`src/rtl/coh_mesi_pkg.sv`:
```
package coh_mesi_pkg;
   typedef enum logic [1:0] {
      LS_INV = 2'd0,
      LS_SHR = 2'd1,
      LS_EXC = 2'd2,
      LS_MOD = 2'd3
   } line_st_t;

   typedef enum logic [2:0] {
      BC_IDLE  = 3'd0,
      BC_READ  = 3'd1,
      BC_READX = 3'd2,
      BC_UPGR  = 3'd3,
      BC_WBACK = 3'd4
   } bus_op_t;
endpackage

```
`src/rtl/coh_line_store.sv`:
```
module coh_line_store
   import coh_mesi_pkg::*;
#(
   parameter int TAG_W  = 6,
   parameter int DATA_W = 8,
   parameter int LINES  = 4,
   localparam int IDX_W = $clog2(LINES)
) (
   input  logic              clk,
   input  logic              rst_n,
   input  logic [IDX_W-1:0]  pa_idx,
   output line_st_t          pa_st,
   output logic [TAG_W-1:0]  pa_tag,
   output logic [DATA_W-1:0] pa_data,
   input  logic [IDX_W-1:0]  sb_idx,
   output line_st_t          sb_st,
   output logic [TAG_W-1:0]  sb_tag,
   output logic [DATA_W-1:0] sb_data,
   input  logic              pw_en,
   input  logic [IDX_W-1:0]  pw_idx,
   input  line_st_t          pw_st,
   input  logic [TAG_W-1:0]  pw_tag,
   input  logic [DATA_W-1:0] pw_data,
   input  logic              sw_en,
   input  logic [IDX_W-1:0]  sw_idx,
   input  line_st_t          sw_st
);
   line_st_t          st_q   [LINES];
   logic [TAG_W-1:0]  tag_q  [LINES];
   logic [DATA_W-1:0] data_q [LINES];

   always_ff @(posedge clk or negedge rst_n) begin
      if (!rst_n) begin
         for (int k = 0; k < LINES; k++) begin
            st_q[k]   <= LS_INV;
            tag_q[k]  <= '0;
            data_q[k] <= '0;
         end
      end else begin
         for (int k = 0; k < LINES; k++) begin
            // snoop update wins over the processor side on the state field
            if (sw_en && sw_idx == IDX_W'(k))
               st_q[k] <= sw_st;
            else if (pw_en && pw_idx == IDX_W'(k))
               st_q[k] <= pw_st;
            if (pw_en && pw_idx == IDX_W'(k)) begin
               tag_q[k]  <= pw_tag;
               data_q[k] <= pw_data;
            end
         end
      end
   end

   assign pa_st   = st_q[pa_idx];
   assign pa_tag  = tag_q[pa_idx];
   assign pa_data = data_q[pa_idx];
   assign sb_st   = st_q[sb_idx];
   assign sb_tag  = tag_q[sb_idx];
   assign sb_data = data_q[sb_idx];
endmodule

```
`src/rtl/coh_snoop_resp.sv`:
```
module coh_snoop_resp
   import coh_mesi_pkg::*;
#(
   parameter int TAG_W  = 6,
   parameter int DATA_W = 8,
   parameter bit C2C_EN = 1'b1
) (
   input  logic              clk,
   input  logic              rst_n,
   input  logic              snp_valid,
   input  logic [2:0]        snp_cmd,
   input  logic [TAG_W-1:0]  snp_tag,
   input  line_st_t          ln_st,
   input  logic [TAG_W-1:0]  ln_tag,
   input  logic [DATA_W-1:0] ln_data,
   output logic              shared_out,
   output logic              flush_valid,
   output logic [DATA_W-1:0] flush_data,
   output logic              upd_en,
   output line_st_t          upd_st
);
   logic hit;
   logic exc_supplies;

   assign hit = snp_valid && (ln_st != LS_INV) && (ln_tag == snp_tag);

   generate
      if (C2C_EN) begin : g_c2c
         assign exc_supplies = (ln_st == LS_EXC);
      end else begin : g_mem_only
         assign exc_supplies = 1'b0;
      end
   endgenerate

   always_comb begin
      shared_out  = 1'b0;
      flush_valid = 1'b0;
      upd_en      = 1'b0;
      upd_st      = ln_st;
      if (hit) begin
         unique case (bus_op_t'(snp_cmd))
            BC_READ: begin
               shared_out  = 1'b1;
               flush_valid = (ln_st == LS_MOD) || exc_supplies;
               upd_en      = (ln_st != LS_SHR);
               upd_st      = LS_SHR;
            end
            BC_READX: begin
               flush_valid = (ln_st == LS_MOD) || exc_supplies;
               upd_en      = 1'b1;
               upd_st      = LS_INV;
            end
            BC_UPGR: begin
               upd_en = (ln_st == LS_SHR);
               upd_st = LS_INV;
            end
            default: ;
         endcase
      end
   end

   assign flush_data = flush_valid ? ln_data : '0;

   // a dirty owner supplies its word whenever a read or read-for-ownership hits it
   a_r7_dirty_flush: assert property (@(posedge clk) disable iff (!rst_n)
      (snp_valid && ln_st == LS_MOD && ln_tag == snp_tag &&
       (snp_cmd == BC_READ || snp_cmd == BC_READX))
      |-> (flush_valid && flush_data == ln_data));

   // the shared line is driven only for a snooped read
   a_r10_shared_only_read: assert property (@(posedge clk) disable iff (!rst_n)
      shared_out |-> (snp_valid && snp_cmd == BC_READ));
endmodule

```
`src/rtl/coh_proc_seq.sv`:
```
module coh_proc_seq
   import coh_mesi_pkg::*;
#(
   parameter int TAG_W  = 6,
   parameter int DATA_W = 8,
   parameter int IDX_W  = 2,
   localparam int ADDR_W = TAG_W + IDX_W
) (
   input  logic              clk,
   input  logic              rst_n,
   input  logic              cpu_req,
   input  logic              cpu_we,
   input  logic [ADDR_W-1:0] cpu_addr,
   input  logic [DATA_W-1:0] cpu_wdata,
   output logic              cpu_ready,
   output logic [DATA_W-1:0] cpu_rdata,
   output logic              bus_req,
   output logic [2:0]        bus_cmd,
   output logic [ADDR_W-1:0] bus_addr,
   output logic [DATA_W-1:0] bus_wdata,
   input  logic              bus_gnt,
   input  logic [DATA_W-1:0] bus_fill,
   input  logic              shared_in,
   input  logic              snp_busy,
   output logic [IDX_W-1:0]  pa_idx,
   input  line_st_t          pa_st,
   input  logic [TAG_W-1:0]  pa_tag,
   input  logic [DATA_W-1:0] pa_data,
   output logic              pw_en,
   output line_st_t          pw_st,
   output logic [TAG_W-1:0]  pw_tag,
   output logic [DATA_W-1:0] pw_data
);
   typedef enum logic {PS_IDLE, PS_BUS} ps_t;

   ps_t               fsm_q;
   logic              ready_q;
   logic [DATA_W-1:0] rdata_q;
   logic              we_q;
   logic [TAG_W-1:0]  tag_q;
   logic [IDX_W-1:0]  idx_q;
   logic [DATA_W-1:0] wdata_q;

   logic              in_idle, accepting;
   logic              c_we;
   logic [TAG_W-1:0]  c_tag;
   logic [IDX_W-1:0]  c_idx;
   logic [DATA_W-1:0] c_wdata;
   logic              hit, go, done_nobus, gnt_ok, complete;
   bus_op_t           cmd;
   logic [DATA_W-1:0] rvalue;

   assign in_idle   = (fsm_q == PS_IDLE);
   assign accepting = in_idle && !ready_q;
   assign c_we      = accepting ? cpu_we : we_q;
   assign c_tag     = accepting ? cpu_addr[ADDR_W-1:IDX_W] : tag_q;
   assign c_idx     = accepting ? cpu_addr[IDX_W-1:0] : idx_q;
   assign c_wdata   = accepting ? cpu_wdata : wdata_q;
   assign pa_idx    = c_idx;

   assign hit = (pa_st != LS_INV) && (pa_tag == c_tag);

   // command is recomputed from the live line state so that snoops are honoured
   always_comb begin
      if (!hit && pa_st == LS_MOD)  cmd = BC_WBACK;
      else if (!hit)                cmd = c_we ? BC_READX : BC_READ;
      else if (c_we && pa_st == LS_SHR) cmd = BC_UPGR;
      else                          cmd = BC_IDLE;
   end

   assign go         = accepting && cpu_req && !snp_busy;
   assign done_nobus = (go || (fsm_q == PS_BUS && !snp_busy)) && cmd == BC_IDLE;
   assign gnt_ok     = (fsm_q == PS_BUS) && bus_gnt && !snp_busy && cmd != BC_IDLE;
   assign complete   = done_nobus || (gnt_ok && cmd != BC_WBACK);

   assign bus_req   = (fsm_q == PS_BUS) && cmd != BC_IDLE;
   assign bus_cmd   = bus_req ? cmd : BC_IDLE;
   assign bus_addr  = (cmd == BC_WBACK) ? {pa_tag, c_idx} : {c_tag, c_idx};
   assign bus_wdata = (cmd == BC_WBACK) ? pa_data : c_wdata;

   always_comb begin
      pw_en   = 1'b0;
      pw_st   = pa_st;
      pw_tag  = c_tag;
      pw_data = c_wdata;
      if (done_nobus && c_we) begin
         pw_en = 1'b1;
         pw_st = LS_MOD;
      end else if (gnt_ok) begin
         pw_en = 1'b1;
         unique case (cmd)
            BC_WBACK: begin
               pw_st   = LS_INV;
               pw_tag  = pa_tag;
               pw_data = pa_data;
            end
            BC_READ: begin
               pw_st   = shared_in ? LS_SHR : LS_EXC;
               pw_data = bus_fill;
            end
            default: pw_st = LS_MOD;
         endcase
      end
   end

   assign rvalue = c_we ? c_wdata : ((cmd == BC_READ) ? bus_fill : pa_data);

   always_ff @(posedge clk or negedge rst_n) begin
      if (!rst_n) begin
         fsm_q   <= PS_IDLE;
         ready_q <= 1'b0;
         rdata_q <= '0;
         we_q    <= 1'b0;
         tag_q   <= '0;
         idx_q   <= '0;
         wdata_q <= '0;
      end else begin
         ready_q <= complete;
         if (complete) rdata_q <= rvalue;
         if (go) begin
            we_q    <= cpu_we;
            tag_q   <= cpu_addr[ADDR_W-1:IDX_W];
            idx_q   <= cpu_addr[IDX_W-1:0];
            wdata_q <= cpu_wdata;
         end
         if (go && cmd != BC_IDLE) fsm_q <= PS_BUS;
         else if (complete)        fsm_q <= PS_IDLE;
      end
   end

   assign cpu_ready = ready_q;
   assign cpu_rdata = rdata_q;

   // a granted read fill leaves the state chosen by the sampled shared line
   a_r2_fill_state: assert property (@(posedge clk) disable iff (!rst_n)
      (gnt_ok && cmd == BC_READ)
      |=> (pa_st == ($past(shared_in) ? LS_SHR : LS_EXC)));

   // a write hit on an Exclusive line completes without touching the bus
   a_r4_exclusive_silent: assert property (@(posedge clk) disable iff (!rst_n)
      (go && cpu_we && hit && pa_st == LS_EXC) |=> (cpu_ready && !bus_req));

   // completion is a single-cycle pulse
   a_r6_ready_pulse: assert property (@(posedge clk) disable iff (!rst_n)
      cpu_ready |=> !cpu_ready);

   // a request without a grant is held, stable when no snoop intervenes
   a_r13_req_held: assert property (@(posedge clk) disable iff (!rst_n)
      (bus_req && !bus_gnt) |=> bus_req);
   a_r13_req_stable: assert property (@(posedge clk) disable iff (!rst_n)
      (bus_req && !bus_gnt && !snp_busy)
      |=> ($stable(bus_cmd) && $stable(bus_addr) && !cpu_ready));
endmodule

```
`src/rtl/coh_mesi_ctl.sv`:
```
module coh_mesi_ctl
   import coh_mesi_pkg::*;
#(
   parameter int ADDR_W = 8,
   parameter int DATA_W = 8,
   parameter int LINES  = 4,
   parameter bit C2C_EN = 1'b1,
   localparam int IDX_W = $clog2(LINES),
   localparam int TAG_W = ADDR_W - IDX_W
) (
   input  logic              clk,
   input  logic              rst_n,
   input  logic              cpu_req,
   input  logic              cpu_we,
   input  logic [ADDR_W-1:0] cpu_addr,
   input  logic [DATA_W-1:0] cpu_wdata,
   output logic              cpu_ready,
   output logic [DATA_W-1:0] cpu_rdata,
   output logic              bus_req,
   output logic [2:0]        bus_cmd,
   output logic [ADDR_W-1:0] bus_addr,
   output logic [DATA_W-1:0] bus_wdata,
   input  logic              bus_gnt,
   input  logic [DATA_W-1:0] bus_fill,
   input  logic              shared_in,
   output logic              shared_out,
   input  logic              snp_valid,
   input  logic [2:0]        snp_cmd,
   input  logic [ADDR_W-1:0] snp_addr,
   output logic              flush_valid,
   output logic [DATA_W-1:0] flush_data
);
   generate
      if (LINES < 2 || (LINES & (LINES - 1)) != 0) begin : g_bad_lines
         $error("LINES must be a power of two and at least 2");
      end
      if (TAG_W < 1) begin : g_bad_addr
         $error("ADDR_W must exceed the index width");
      end
      if (DATA_W < 1) begin : g_bad_data
         $error("DATA_W must be positive");
      end
   endgenerate

   logic [IDX_W-1:0]  pa_idx;
   line_st_t          pa_st, sb_st, pw_st, sw_st;
   logic [TAG_W-1:0]  pa_tag, sb_tag, pw_tag;
   logic [DATA_W-1:0] pa_data, sb_data, pw_data;
   logic              pw_en, sw_en;

   coh_line_store #(.TAG_W(TAG_W), .DATA_W(DATA_W), .LINES(LINES)) u_store (
      .clk(clk), .rst_n(rst_n),
      .pa_idx(pa_idx), .pa_st(pa_st), .pa_tag(pa_tag), .pa_data(pa_data),
      .sb_idx(snp_addr[IDX_W-1:0]), .sb_st(sb_st), .sb_tag(sb_tag), .sb_data(sb_data),
      .pw_en(pw_en), .pw_idx(pa_idx), .pw_st(pw_st), .pw_tag(pw_tag), .pw_data(pw_data),
      .sw_en(sw_en), .sw_idx(snp_addr[IDX_W-1:0]), .sw_st(sw_st)
   );

   coh_snoop_resp #(.TAG_W(TAG_W), .DATA_W(DATA_W), .C2C_EN(C2C_EN)) u_snoop (
      .clk(clk), .rst_n(rst_n),
      .snp_valid(snp_valid), .snp_cmd(snp_cmd), .snp_tag(snp_addr[ADDR_W-1:IDX_W]),
      .ln_st(sb_st), .ln_tag(sb_tag), .ln_data(sb_data),
      .shared_out(shared_out), .flush_valid(flush_valid), .flush_data(flush_data),
      .upd_en(sw_en), .upd_st(sw_st)
   );

   coh_proc_seq #(.TAG_W(TAG_W), .DATA_W(DATA_W), .IDX_W(IDX_W)) u_proc (
      .clk(clk), .rst_n(rst_n),
      .cpu_req(cpu_req), .cpu_we(cpu_we), .cpu_addr(cpu_addr), .cpu_wdata(cpu_wdata),
      .cpu_ready(cpu_ready), .cpu_rdata(cpu_rdata),
      .bus_req(bus_req), .bus_cmd(bus_cmd), .bus_addr(bus_addr), .bus_wdata(bus_wdata),
      .bus_gnt(bus_gnt), .bus_fill(bus_fill), .shared_in(shared_in),
      .snp_busy(snp_valid),
      .pa_idx(pa_idx), .pa_st(pa_st), .pa_tag(pa_tag), .pa_data(pa_data),
      .pw_en(pw_en), .pw_st(pw_st), .pw_tag(pw_tag), .pw_data(pw_data)
   );
endmodule

```
`config.mk`:
```
export PLATFORM = sky130hd
export DESIGN_NAME = coh_mesi_ctl
export DESIGN_NICKNAME = d
export VERILOG_FILES = /design/src/rtl/coh_mesi_pkg.sv /design/src/rtl/coh_line_store.sv /design/src/rtl/coh_snoop_resp.sv /design/src/rtl/coh_proc_seq.sv /design/src/rtl/coh_mesi_ctl.sv
export SDC_FILE = /design/constraint.sdc
export NUM_CORES = 1
export LEC_CHECK = 0
export ABC_AREA = 1
export BUFFER_PORTS_ARGS = -buffer_cell sky130_fd_sc_hd__buf_2
export CORE_MARGIN = 2
export CORE_UTILIZATION = 50
export DETAILED_ROUTE_END_ITERATION = 10
export PLACE_DENSITY_LB_ADDON = 0.1
export SLEW_MARGIN = 20
export SYNTH_ARGS = -nofsm -noshare
export SYNTH_HDL_FRONTEND = slang
export SYNTH_SLANG_ARGS = --single-unit
```
`constraint.sdc`:
```
create_clock -name clk -period 4.5 [get_ports clk]
set_clock_uncertainty 0.2 [all_clocks]
set_input_delay 0 -clock clk [delete_from_list [all_inputs] [get_ports clk]]
set_output_delay 0 -clock clk [all_outputs]
set_load 0.005 [all_outputs]
```
# Yosys cells after proc, flatten, opt, wreduce, memory -nomap -nowiden
# Cells that the tools add are included.
# word_totals
rom_bits	0
input_bits	42
latch_bits	0
elab_cells	150
register_bits	91
mem_count	0
ramBits	0
output_inout_bits	39
# op_classes
n_eq_ne	20
mul	0
bitwise	3
mux	62
reduce_logical	44
n_lt_le_gt_ge	2
shifts	0
n_addsub	0
n_div	0
# ops
op	n
$mux 8	12
$mux 6	8
$mux 2	19
$bmux 8 s2	2
$logic_and 1x1->1	25
$bmux 6 s2	2
$pmux 8 s2	1
$eq 2x2->1 const B	7
$reduce_bool 2->1	7
$eq 6x6->1	2
$mux 1	10
$mux 3	3
$bmux 2 s2	2
$eq 2x1->1 const B	4
$pmux 2 s2	2
$eq 3x1->1 const B	2
$eq 3x2->1 const B	2
$ge 3x3->1 const B	2
$not 2->3	2
$logic_not 2->1	2
$reduce_or 2->1	2
$eq 3x3->1 const B	1
$logic_not 1->1	3
$logic_not 3->1	1
other kinds (6)	8

# Depth between registers and ports, before layout
# Gate-level depths: netlist of run 1.
# logic_depth
ltp_word	19
ltp_mapped	23

# Cells and area by module
# From an unflattened synthesis of run 1, not the netlist that was laid out.
# hier_totals
cells_unflattened	867
area_unflattened_um2	5988.2
# by_module_without_submodules
mod	cells_per_inst	instances	area_each_um2	seq_area_each_um2
coh_line_store	452	1	3432.0	1601.5
coh_proc_seq	345	1	2238.4	675.6
coh_snoop_resp	70	1	317.8	0.0

# Worst setup path before layout of run 1
# Ideal clock, no wire load.
# synth_path
path_kind	reg-to-reg
from	register u_proc.fsm_q
to	register u_store.data_q[26] (netlist name)
path_stages_with_launch	19
arrival_ns	2.296
slack_ns	1.887
path_cell_list	dfrtp_1 nor2_4 nand2_2 nand2_4 buf_6 nand2_1 nand2_1 nand2_1 nand2_2 nor2_1 nor2_2 nand2_2 nor2_4 nand4_4 nand2_4 nand2_4 buf_4 nand2_1 nand2_1
# synth_via
elab_chain_cells	17
# synth_lines
element	line	text
from (decl)	coh_proc_seq.sv:36	ps_t fsm_q;
from (signal assigned)	coh_proc_seq.sv:110	fsm_q <= PS_IDLE;
from (signal assigned)	coh_proc_seq.sv:126	if (go && cmd != BC_IDLE) fsm_q <= PS_BUS;
from (signal assigned)	coh_proc_seq.sv:127	else if (complete) fsm_q <= PS_IDLE;
branches (longest 17 deep; another with $not 2->3)	-	
to (signal, indexed assignment)	coh_line_store.sv:48	data_q[k] <= pw_data;
to (decl)	coh_line_store.sv:30	logic [DATA_W-1:0] data_q [LINES];
# Several ways; the timed one is not identified. The select of a mux whose other input is x is not followed.
# A chain may end at the register's enable or synchronous reset.

# Worst setup path after layout of run 1
# layout_path
from	register u_proc.ready_q (netlist: u_proc.cpu_ready)
to	register u_store.data_q[1] (netlist name)
# layout_via
elab_chain_cells	17
# layout_lines
element	line	text
from (decl)	coh_proc_seq.sv:37	logic ready_q;
from (signal assigned)	coh_proc_seq.sv:118	ready_q <= complete;
$logic_not 1->1 (*)	coh_proc_seq.sv:54	assign accepting = in_idle && !ready_q;
$logic_and 1x1->1 (*)	coh_proc_seq.sv:54	
branches (longest 15 deep; another with $pmux 8 s2)	-	
# Every way passes the cells marked *. The select of a mux whose other input is x is not followed.

==> results by stage, run 1 <==
Critical path:
- Setup slack on the worst reg-to-reg path comes out at 650 ps.
- The class of the most critical setup path is flip-flop to flip-flop.
- The most critical setup path has its startpoint at u_proc.cpu_ready.
- The data required time of the worst path is 4600 ps.
- Along the worst path, the maximum fanout reaches 17.
- The worst register-to-register path begins at u_proc.cpu_ready.
- At the worst endpoint, the arrival time is 3950 ps.
- The critical path launch point type is a flip-flop.
- In this run the critical register-to-register path is captured at u_store.data_q[1].
- STA classifies the critical path endpoint as a flip-flop.
- The count of cells along the worst register-to-register path is 19.

Clock network:
- The clock edge transition at the registers on the reported setup and hold paths is 70 ps.
- The H-tree depth is 3.
- In this run the post-CTS setup repair buffer count came out at 0.
- Clock latency on the worst-skew pair, taken at its later pin, is 360 ps.
- The TritonCTS buffer count is 9.
- CTS saw 91 sinks.
- The buffer type at the clock tree root is sky130_fd_sc_hd__clkbuf_16.
- The clock tree from TritonCTS is done.
- The buffer levels on the longest clock path is 2.

Yosys:
- The fraction of registers with async set/reset is 100%.
- Sequential elements use 38.8% of the synthesized area.
- The adder-cell share of the synthesized area is 0%.
- In the post-synthesis netlist, the biggest area contributors are sky130_fd_sc_hd__dfrtp_1, sky130_fd_sc_hd__nand2_1, sky130_fd_sc_hd__nand3_1.
- Synthesis produced a netlist with a net count of 912.
- Sorting the synthesized cells by how often they occur yields sky130_fd_sc_hd__nand2_1, sky130_fd_sc_hd__dfrtp_1, sky130_fd_sc_hd__inv_1, sky130_fd_sc_hd__nand3_1, sky130_fd_sc_hd__o21ai_0.
- In this run, distinct cell masters in the synthesized netlist total 35.
- Synthesis inferred 91 register bits.
- The area share of the leading cell type in the synthesized netlist is 38.8%.
- The share of cell area taken by muxes after synthesis is 0%.
- The synthesized netlist devotes 0.745% of its cell area to XOR and XNOR gates.
- Synthesis produced 870 cells.
- Among all flip-flop cells after synthesis, the most frequent one is sky130_fd_sc_hd__dfrtp_1.
- Each instance of the synthesized netlist takes up on average 6.75 sq um.
- Yosys printed 0 warnings.
- After synthesis, the largest family of logic cells by area is simple AND/OR/NAND/NOR gates.
- The most common cell in the synthesized netlist is sky130_fd_sc_hd__nand2_1.
- The post-synthesis compound-gate area fraction is 13.2%.
- sky130_fd_sc_hd__dfrtp_1 takes more of the synthesized area than any other cell.
- The synthesized netlist devotes 38.7% of its cell area to simple gates.
- In this run, synthesis inferred 0 flip-flops with an integrated enable.
- The cell area after synthesis is 5880 sq um.

Final layout:
- The post-route core utilization is 61.7%.
- The area taken by multi-input logic gates is 3100 sq um.
- Counting the fill cells in the layout gives 1064.
- The area growth from synthesis to layout is 20.4%.
- The sequential standard cell area is 2280 sq um.
- Of the cells placed in the final design, the portion with a size suffix greater than 1 is 13.6%.
- The final layout contains 1025 nets.
- The finished cells cover 7070 sq um.
- After the flow finishes, the layout carries non-filler instances totaling 1131.
- The number of antenna repair diodes is 0.

Floorplan:
- The area of the placeable core is 11500 sq um.
- The initial utilization of the core area, before any placement, comes to 51.2%.
- The die width is 112 um.
- 81 I/O pins were placed.
- The vertical die dimension is 112 um.
- The number of standard-cell rows in the floorplan is 39.
- The die covers 12600 sq um.

Place:
- The placed instances occupy a cell area of 6340 sq um.
- The number of placed instances, taps included, is 1071.
- Port buffering added 80 buffers.
- After legalization and detailed placement, the total HPWL measured 12.4 mm.
- The final weighted congestion of routability-driven global placement is 0.872.

Timing:
- The final cycle utilization of the critical path is 85.5%.
- Setup repair after global routing left no endpoint under its margin.
- The achievable clock frequency is 260 MHz.
- The worst relative slew slack is 37.7%.
- The minimum clock period after layout is 3850 ps.
- The final-report hold violation count is 0.
- Summed over all failing endpoints, the final setup total negative slack is 0 ps.
- The number of setup violations in the final report is 0.
- The measured slew at the worst slew-check pin is 931 ps.
- The number of pins exceeding their max-slew limit in the final report was 0.

Pwr:
- The net switching power of the design is 0.00232 W.
- The logic gate share of total power is 54.0%.
- In this run the power density over the cells is 672 nW/um^2.
- In this run, the clock network consumes 15.6% of the power.
- Internal power comes to 0.00243 W.
- The total power of the final layout is 0.00475 W.
- The static power due to leakage is 3.89 nW.
- VDD sags by at most 0.372 mV.
- The switching share of power is 48.8%.
- Sequential cells burn 30.4% of the power.

Global route:
- The overall routing resource usage is 29.8%.
- The number of antenna violations at the first check in global routing came to 0.
- The number of global-route vias before repair is 6090.
- Entering global routing, the biggest net connects 57 pins.
- The first-pass GRT wire length is 30.1 mm.
- Global routing finished with a remaining overflow of 0.

Min path:
- The hold path depth is 5.
- The worst hold path terminates at u_proc.tag_q[4].
- The tightest min-delay check is of the primary input to flip-flop type.
- The start point of the worst hold path is cpu_req.

Flow run:
- The max-cap check violation count is 0.

Routing:
- The sum of routed wire length over all layers is 18.3 mm.
- The post-detailed-route DRC marker count is 0.
- The number of antenna-violating nets in the routed design is 0.
- Dividing the detail-routed wire length by the instance count gives 16.2 um.
- The via-per-instance ratio is 5.53.
- The detailed router placed 6259 vias in this run.
- The initial detailed-routing violation count is 560.
- The pre-antenna-repair detailed-routing pass consisted of 6 iterations.

Run status:
- The run finished with clean final reports.
logic make-up after synthesis:
group,after synthesis
flops,91
compound gates,115
simple gates,539
xor+xnor,5
buf+inv,120
stage by stage:
step	hold WS, ps	setup slack, ps
global placement	-211	561
finish	6.60	651
global route	38.1	205
CTS	2.73	396
detailed placement	-210	544
floorplan	-496	1890
power by group through the flow:
stage	clock (W)	sequential [W]	combinational (W)
floorplan	0	0.00138	0.00180
global placement	0	0.00143	0.00241
detailed placement	0	0.00144	0.00244
CTS	0.000740	0.00143	0.00252
global route	0.000771	0.00148	0.00290
finish	0.000741	0.00144	0.00256
flip-flops by register name, indices dropped and copies added (netlist names):
register,cells
u_store.data_q,32
u_store.tag_q,24
u_proc.cpu_rdata,8
u_proc.wdata_q,8
u_store.st_q,8
u_proc.tag_q,6
u_proc.idx_q,2
u_proc.cpu_ready,1
u_proc.fsm_q,1
u_proc.we_q,1
repair_timing:
item / CTS / global route
hold buffers: 43 / 0
endpoints found under the setup margin: 0 / 7
resized for setup: 0 / 1
hold endpoints to repair: 67 / 0
cells in the final DEF (no fill, tap or decap), drive strengths merged, types with 5 or more instances in the layout:
cell / synthesis / final
dlygate4sd3: 0 / 42
clkbuf: 10 / 11
buf: 18 / 87
o21ai: 44 / 44
nand2: 437 / 437
a31oi: 8 / 8
o21a: 6 / 6
o211ai: 15 / 15
dfrtp: 91 / 91
a21oi: 5 / 5
a22oi: 32 / 32
nor2: 22 / 23
inv: 90 / 92
nand3b: 6 / 6
nand3: 67 / 67
worst max-delay path: stages (launching register included):
cell	delay [ps]
sky130_fd_sc_hd__dfrtp_1	460
sky130_fd_sc_hd__nor2_4	340
sky130_fd_sc_hd__nand2_1	90
sky130_fd_sc_hd__nand2_1	440
sky130_fd_sc_hd__inv_2	200
sky130_fd_sc_hd__nand2_1	140
sky130_fd_sc_hd__nand2_1	80
sky130_fd_sc_hd__nand2_1	60
sky130_fd_sc_hd__nand2_1	50
sky130_fd_sc_hd__nor2_1	140
sky130_fd_sc_hd__nand2_1	130
sky130_fd_sc_hd__inv_1	70
sky130_fd_sc_hd__nand2_1	210
sky130_fd_sc_hd__nand2_1	350
sky130_fd_sc_hd__nand2_1	120
sky130_fd_sc_hd__nand2_1	240
sky130_fd_sc_hd__nand2_1	100
sky130_fd_sc_hd__nand2_1	180
sky130_fd_sc_hd__nand2_1	80
sky130_fd_sc_hd__nand2_1	80
area by class of cell:
type	count	area share (%)
clock inverter	5	0.495
inverter	92	4.88
sequential	91	32.2
clock buffer	11	3.43
multi-input combinational	660	43.9
tap	143	2.53
timing repair buffer	129	12.6
how the worst max path moves through the flow:
stage / to / slack (ps)
detailed placement: u_store.data_q[1] / 540
global placement: u_store.data_q[9] / 560
CTS: bus_wdata[7] / 400
global route: u_store.data_q[1] / 210
floorplan: u_store.data_q[26] / 1890
finish: u_store.data_q[1] / 650
routing by layer:
layer | track usage (%) | routed length [um] | vias to the layer above | part of all wire [%]
met5 | 0 | 0 | - | 0
met1 | 42.9 | 8190 | 2884 | 45
met4 | 11.3 | 283 | 0 | 1.5
li1 | - | - | 3003 | -
met3 | 5.56 | 1800 | 28 | 9.8
met2 | 45.2 | 8030 | 344 | 44
(Power assumes the default switching activity.)
==> run 2, diff against run 1 <==
--- a/config.mk
+++ b/config.mk
@@ -9,8 +9,10 @@
 export BUFFER_PORTS_ARGS = -buffer_cell sky130_fd_sc_hd__buf_2
 export CORE_MARGIN = 2
 export CORE_UTILIZATION = 50
+export CTS_CLUSTER_SIZE = 10
 export DETAILED_ROUTE_END_ITERATION = 10
 export PLACE_DENSITY_LB_ADDON = 0.1
+export RECOVER_POWER = 50
 export SLEW_MARGIN = 20
 export SYNTH_ARGS = -nofsm -noshare
 export SYNTH_HDL_FRONTEND = slang
==> run 2 against run 1 <==
Sequential cell count stayed put. Die area stayed put. Design area is 0.44% lower. Worst hold slack worse by 0.91 ps. Final cell count stayed put. Register-to-register slack hardly changed. Largest cell class unchanged. Worst setup slack better by 10 ps. Non-clock buffer count stayed put. First-iteration DRC count is 8.2% higher. Sequential power hardly changed. Global-route usage stayed put. Clock power is 0.7% lower. The run now ends with capacitance limit, slew limit left.
==> results by stage, run 2 (synthesized netlist as in run 1, its figures left out) <==
Run status:
- The flow ran to the end, but the final reports show violations.
- The final reports fail on capacitance limit, slew limit.

Routing:
- The initial detailed-routing violation count is 606 (+8.2%).
- The total via count after detailed routing is 6264 (+0.080%).
- The sum of routed wire length over all layers is 18.3 mm (about the same).
- The number of antenna-violating nets in the routed design came to 0 (unchanged).
- The via-per-instance ratio came to 5.54 (about the same).
- The post-detailed-route DRC marker count came to 0 (unchanged).
- The detailed-router iteration count before antenna repair is 6 (unchanged).
- The detail-routed net length per standard cell was 16.2 um (about the same).

Timing:
- Setup repair after global routing left no endpoint under its margin.
- The minimum clock period after layout was 3840 ps (-10.3 ps).
- The final-report hold violation count is 0 (unchanged).
- The sum of negative setup slack is 0 ps (unchanged).
- The measured slew at the worst slew-check pin is 1960 ps (+1030 ps).
- The number of setup violations in the final report came to 0 (unchanged).
- The final cycle utilization of the critical path is 85.3% (-0.23 points).
- The number of pins exceeding their max-slew limit in the final report is 36 (+36).
- The achievable clock frequency is 261 MHz (+0.27%).
- The worst relative slew slack is -30.8% (-69 points).

Critical path:
- The count of cells along the worst register-to-register path is 16 (-3).
- The data required time of the worst path came to 4550 ps (-50 ps).
- The critical-path maximum fanout was 17 (unchanged).
- The worst setup path is of the flip-flop to flip-flop kind.
- STA classifies the critical path startpoint as a flip-flop.
- In this run the critical register-to-register path is launched from u_proc.cpu_ready.
- The end of the worst register-to-register path is u_store.data_q[1].
- The data arrival time of the critical path was 3890 ps (-60 ps).
- The setup slack on the worst flop-to-flop path is 660 ps (about the same).
- The critical path endpoint category is a flip-flop.

Global route:
- The maximum number of pins on one net before global-route repair is 57 (unchanged).
- The overall routing resource usage was 29.8% (unchanged).
- The layer flagged by global routing as most heavily used is met2.
- The global-route met2 utilization was 45.2% (unchanged).
- The met1 layer usage reported by global route is 42.9% (unchanged).
- The global-route met3 utilization came to 5.56% (unchanged).
- The first-pass GRT wire length is 30.1 mm (unchanged).
- The total grt overflow was 0 (unchanged).
- The number of global-route vias before repair is 6090 (unchanged).
- The number of antenna violations at the first check in global routing is 0 (unchanged).

Clock network:
- The clock edge transition at the registers on the reported setup and hold paths is 70 ps (about the same).
- TritonCTS built the clock tree.
- The buffer type at the clock tree root is sky130_fd_sc_hd__clkbuf_16.
- The clock latency reported for the late side of the worst-skew pair is 350 ps (about the same).
- The H-tree depth was 3 (unchanged).
- The buffer levels on the longest clock path is 2 (unchanged).
- The buffers inserted during post-CTS setup optimization was 0 (unchanged).
- The TritonCTS buffer count is 9 (unchanged).
- The count of clock tree sinks was 91 (unchanged).

Pwr:
- The net switching power of the design was 0.00231 W (-0.21%).
- The switching share of power is 48.8% (+0.060 points).
- The maximum ir drop on the vdd rail came to 0.373 mV (+0.35%).
- The static power due to leakage came to 3.85 nW (-0.91%).
- The power density over cell area is 672 nW/um^2 (+0.11%).
- The share of total power in sequential cells is 30.5% (about the same).
- The fraction of power consumed by the clock network is 15.5% (about the same).
- The logic gate share of total power came to 53.9% (about the same).
- The cell internal power dissipation is 0.00242 W (-0.45%).

Final layout:
- The share of post-route cells with drive strength above 1 is 12.4% (-1.1 points).
- The flip-flop count of the largest register, all copies and words added is 32 (unchanged).
- The number of antenna repair diodes is 0 (unchanged).
- In the layout the commonest cells are sky130_fd_sc_hd__nand2_1, sky130_fd_sc_hd__dfrtp_1, sky130_fd_sc_hd__inv_1.
- The largest registers in the layout are u_store.data_q (32), u_store.tag_q (24).
- The number of nets in the finished design came to 1025 (unchanged).
- The commonest non-fill, non-tap cell in the layout is sky130_fd_sc_hd__nand2_1.
- Ranked by flip-flop count, first place goes to u_store.data_q.
- The area growth from synthesis to layout is 19.8%.
- The post-route core utilization came to 61.4% (-0.27 points).

Floorplan:
- The effective utilization at floorplan came to 51.2% (unchanged).
- The die width is 112 um (unchanged).
- The area of the die is 12600 sq um (unchanged).
- The number of primary I/O pins is 81 (unchanged).
- The area of the placeable core is 11500 sq um (unchanged).
- The number of standard-cell rows in the floorplan came to 39 (unchanged).
- The vertical die dimension was 112 um (unchanged).

Min path:
- The startpoint identified for the worst hold timing path is cpu_req.
- The type of the tightest min-delay check is primary input to flip-flop.
- The hold path depth is 5 (unchanged).
- The path with the worst hold slack has its endpoint at u_proc.tag_q[4].

Place:
- The number of buffers inserted by port buffering is 80 (unchanged).
- The final weighted congestion of routability-driven global placement is 0.872 (unchanged).
- The sum of net half-perimeters after detailed placement is 12.4 mm (unchanged).

Flow run:
- The max-cap check violation count is 1 (+1).
==> run 2: power by group through the flow <==
stage | Combinational, W | Clock (W) | Sequential [W]
final | 0.00255 | 0.000736 | 0.00145
after global routing | 0.00289 | 0.000771 | 0.00148
after CTS | 0.00252 | 0.000740 | 0.00143
after detailed placement | 0.00244 | 0 | 0.00144
after global placement | 0.00241 | 0 | 0.00143
after floorplan | 0.00180 | 0 | 0.00138
==> run 2: worst max path at each step <==
stage	from	end	slack, ps	cells after the start
after floorplan	u_proc.fsm_q	u_store.data_q[26]	1890	18
after global placement	u_proc.fsm_q	u_store.data_q[9]	560	19
after detailed placement	u_proc.fsm_q	u_store.data_q[1]	540	19
after CTS	u_proc.fsm_q	bus_wdata[7]	400	14
after global routing	u_proc.cpu_ready	u_store.data_q[1]	200	19
final	u_proc.cpu_ready	u_store.data_q[1]	660	16
==> run 2: cell type report <==
type / count / area (sq um)
clock buffer: 11 / 243
clock inverter: 5 / 35.0
fill: 1076 / 4430
inverter: 92 / 345
multi-input combinational: 660 / 3100
sequential: 91 / 2280
tap: 143 / 179
timing repair buffer: 129 / 860
==> run 2: critical path, cell delays in order, from the launching register on <==
cell and delay (ps):
sky130_fd_sc_hd__dfrtp_1 460, sky130_fd_sc_hd__nor2_4 340, sky130_fd_sc_hd__nand2_1 90, sky130_fd_sc_hd__nand2_1 440, sky130_fd_sc_hd__inv_2 200, sky130_fd_sc_hd__nand2_1 160, sky130_fd_sc_hd__nand2_2 70, sky130_fd_sc_hd__nand2_1 100
sky130_fd_sc_hd__inv_1 60, sky130_fd_sc_hd__nor2_1 430, sky130_fd_sc_hd__nand2_1 360, sky130_fd_sc_hd__nand2_1 180, sky130_fd_sc_hd__nand2_1 190, sky130_fd_sc_hd__nand2_1 130, sky130_fd_sc_hd__nand2_1 140, sky130_fd_sc_hd__nand2_1 100
sky130_fd_sc_hd__nand2_1 60
==> run 2: timing repair <==
| action | in CTS | in global routing |
|---|---|---|
| gates resized for setup | 0 | 1 |
| endpoints found under the setup margin | 0 | 7 |
| hold endpoints to repair | 67 | 0 |
| hold buffers | 43 | 0 |
==> run 2: layer usage <==
| metal | vias to the layer above | routed length, um |
|---|---|---|
| met3 | 28 | 1760 |
| met2 | 330 | 8080 |
| met1 | 2900 | 8200 |
| li1 | 3006 | - |
| met4 | 0 | 268 |
| met5 | - | 0 |
==> run 2: through the flow <==
step	setup WS, ps	hold WS, ps	cells	cell area [sq um]	total power (W)
global placement	561	-211	1071	6340	0.00383
CTS	396	2.73	1130	7060	0.00469
floorplan	1890	-496	870	5880	0.00318
detailed placement	544	-210	1071	6340	0.00388
finish	661	5.70	1131	7040	0.00473
global route	203	38.1	1131	7040	0.00514
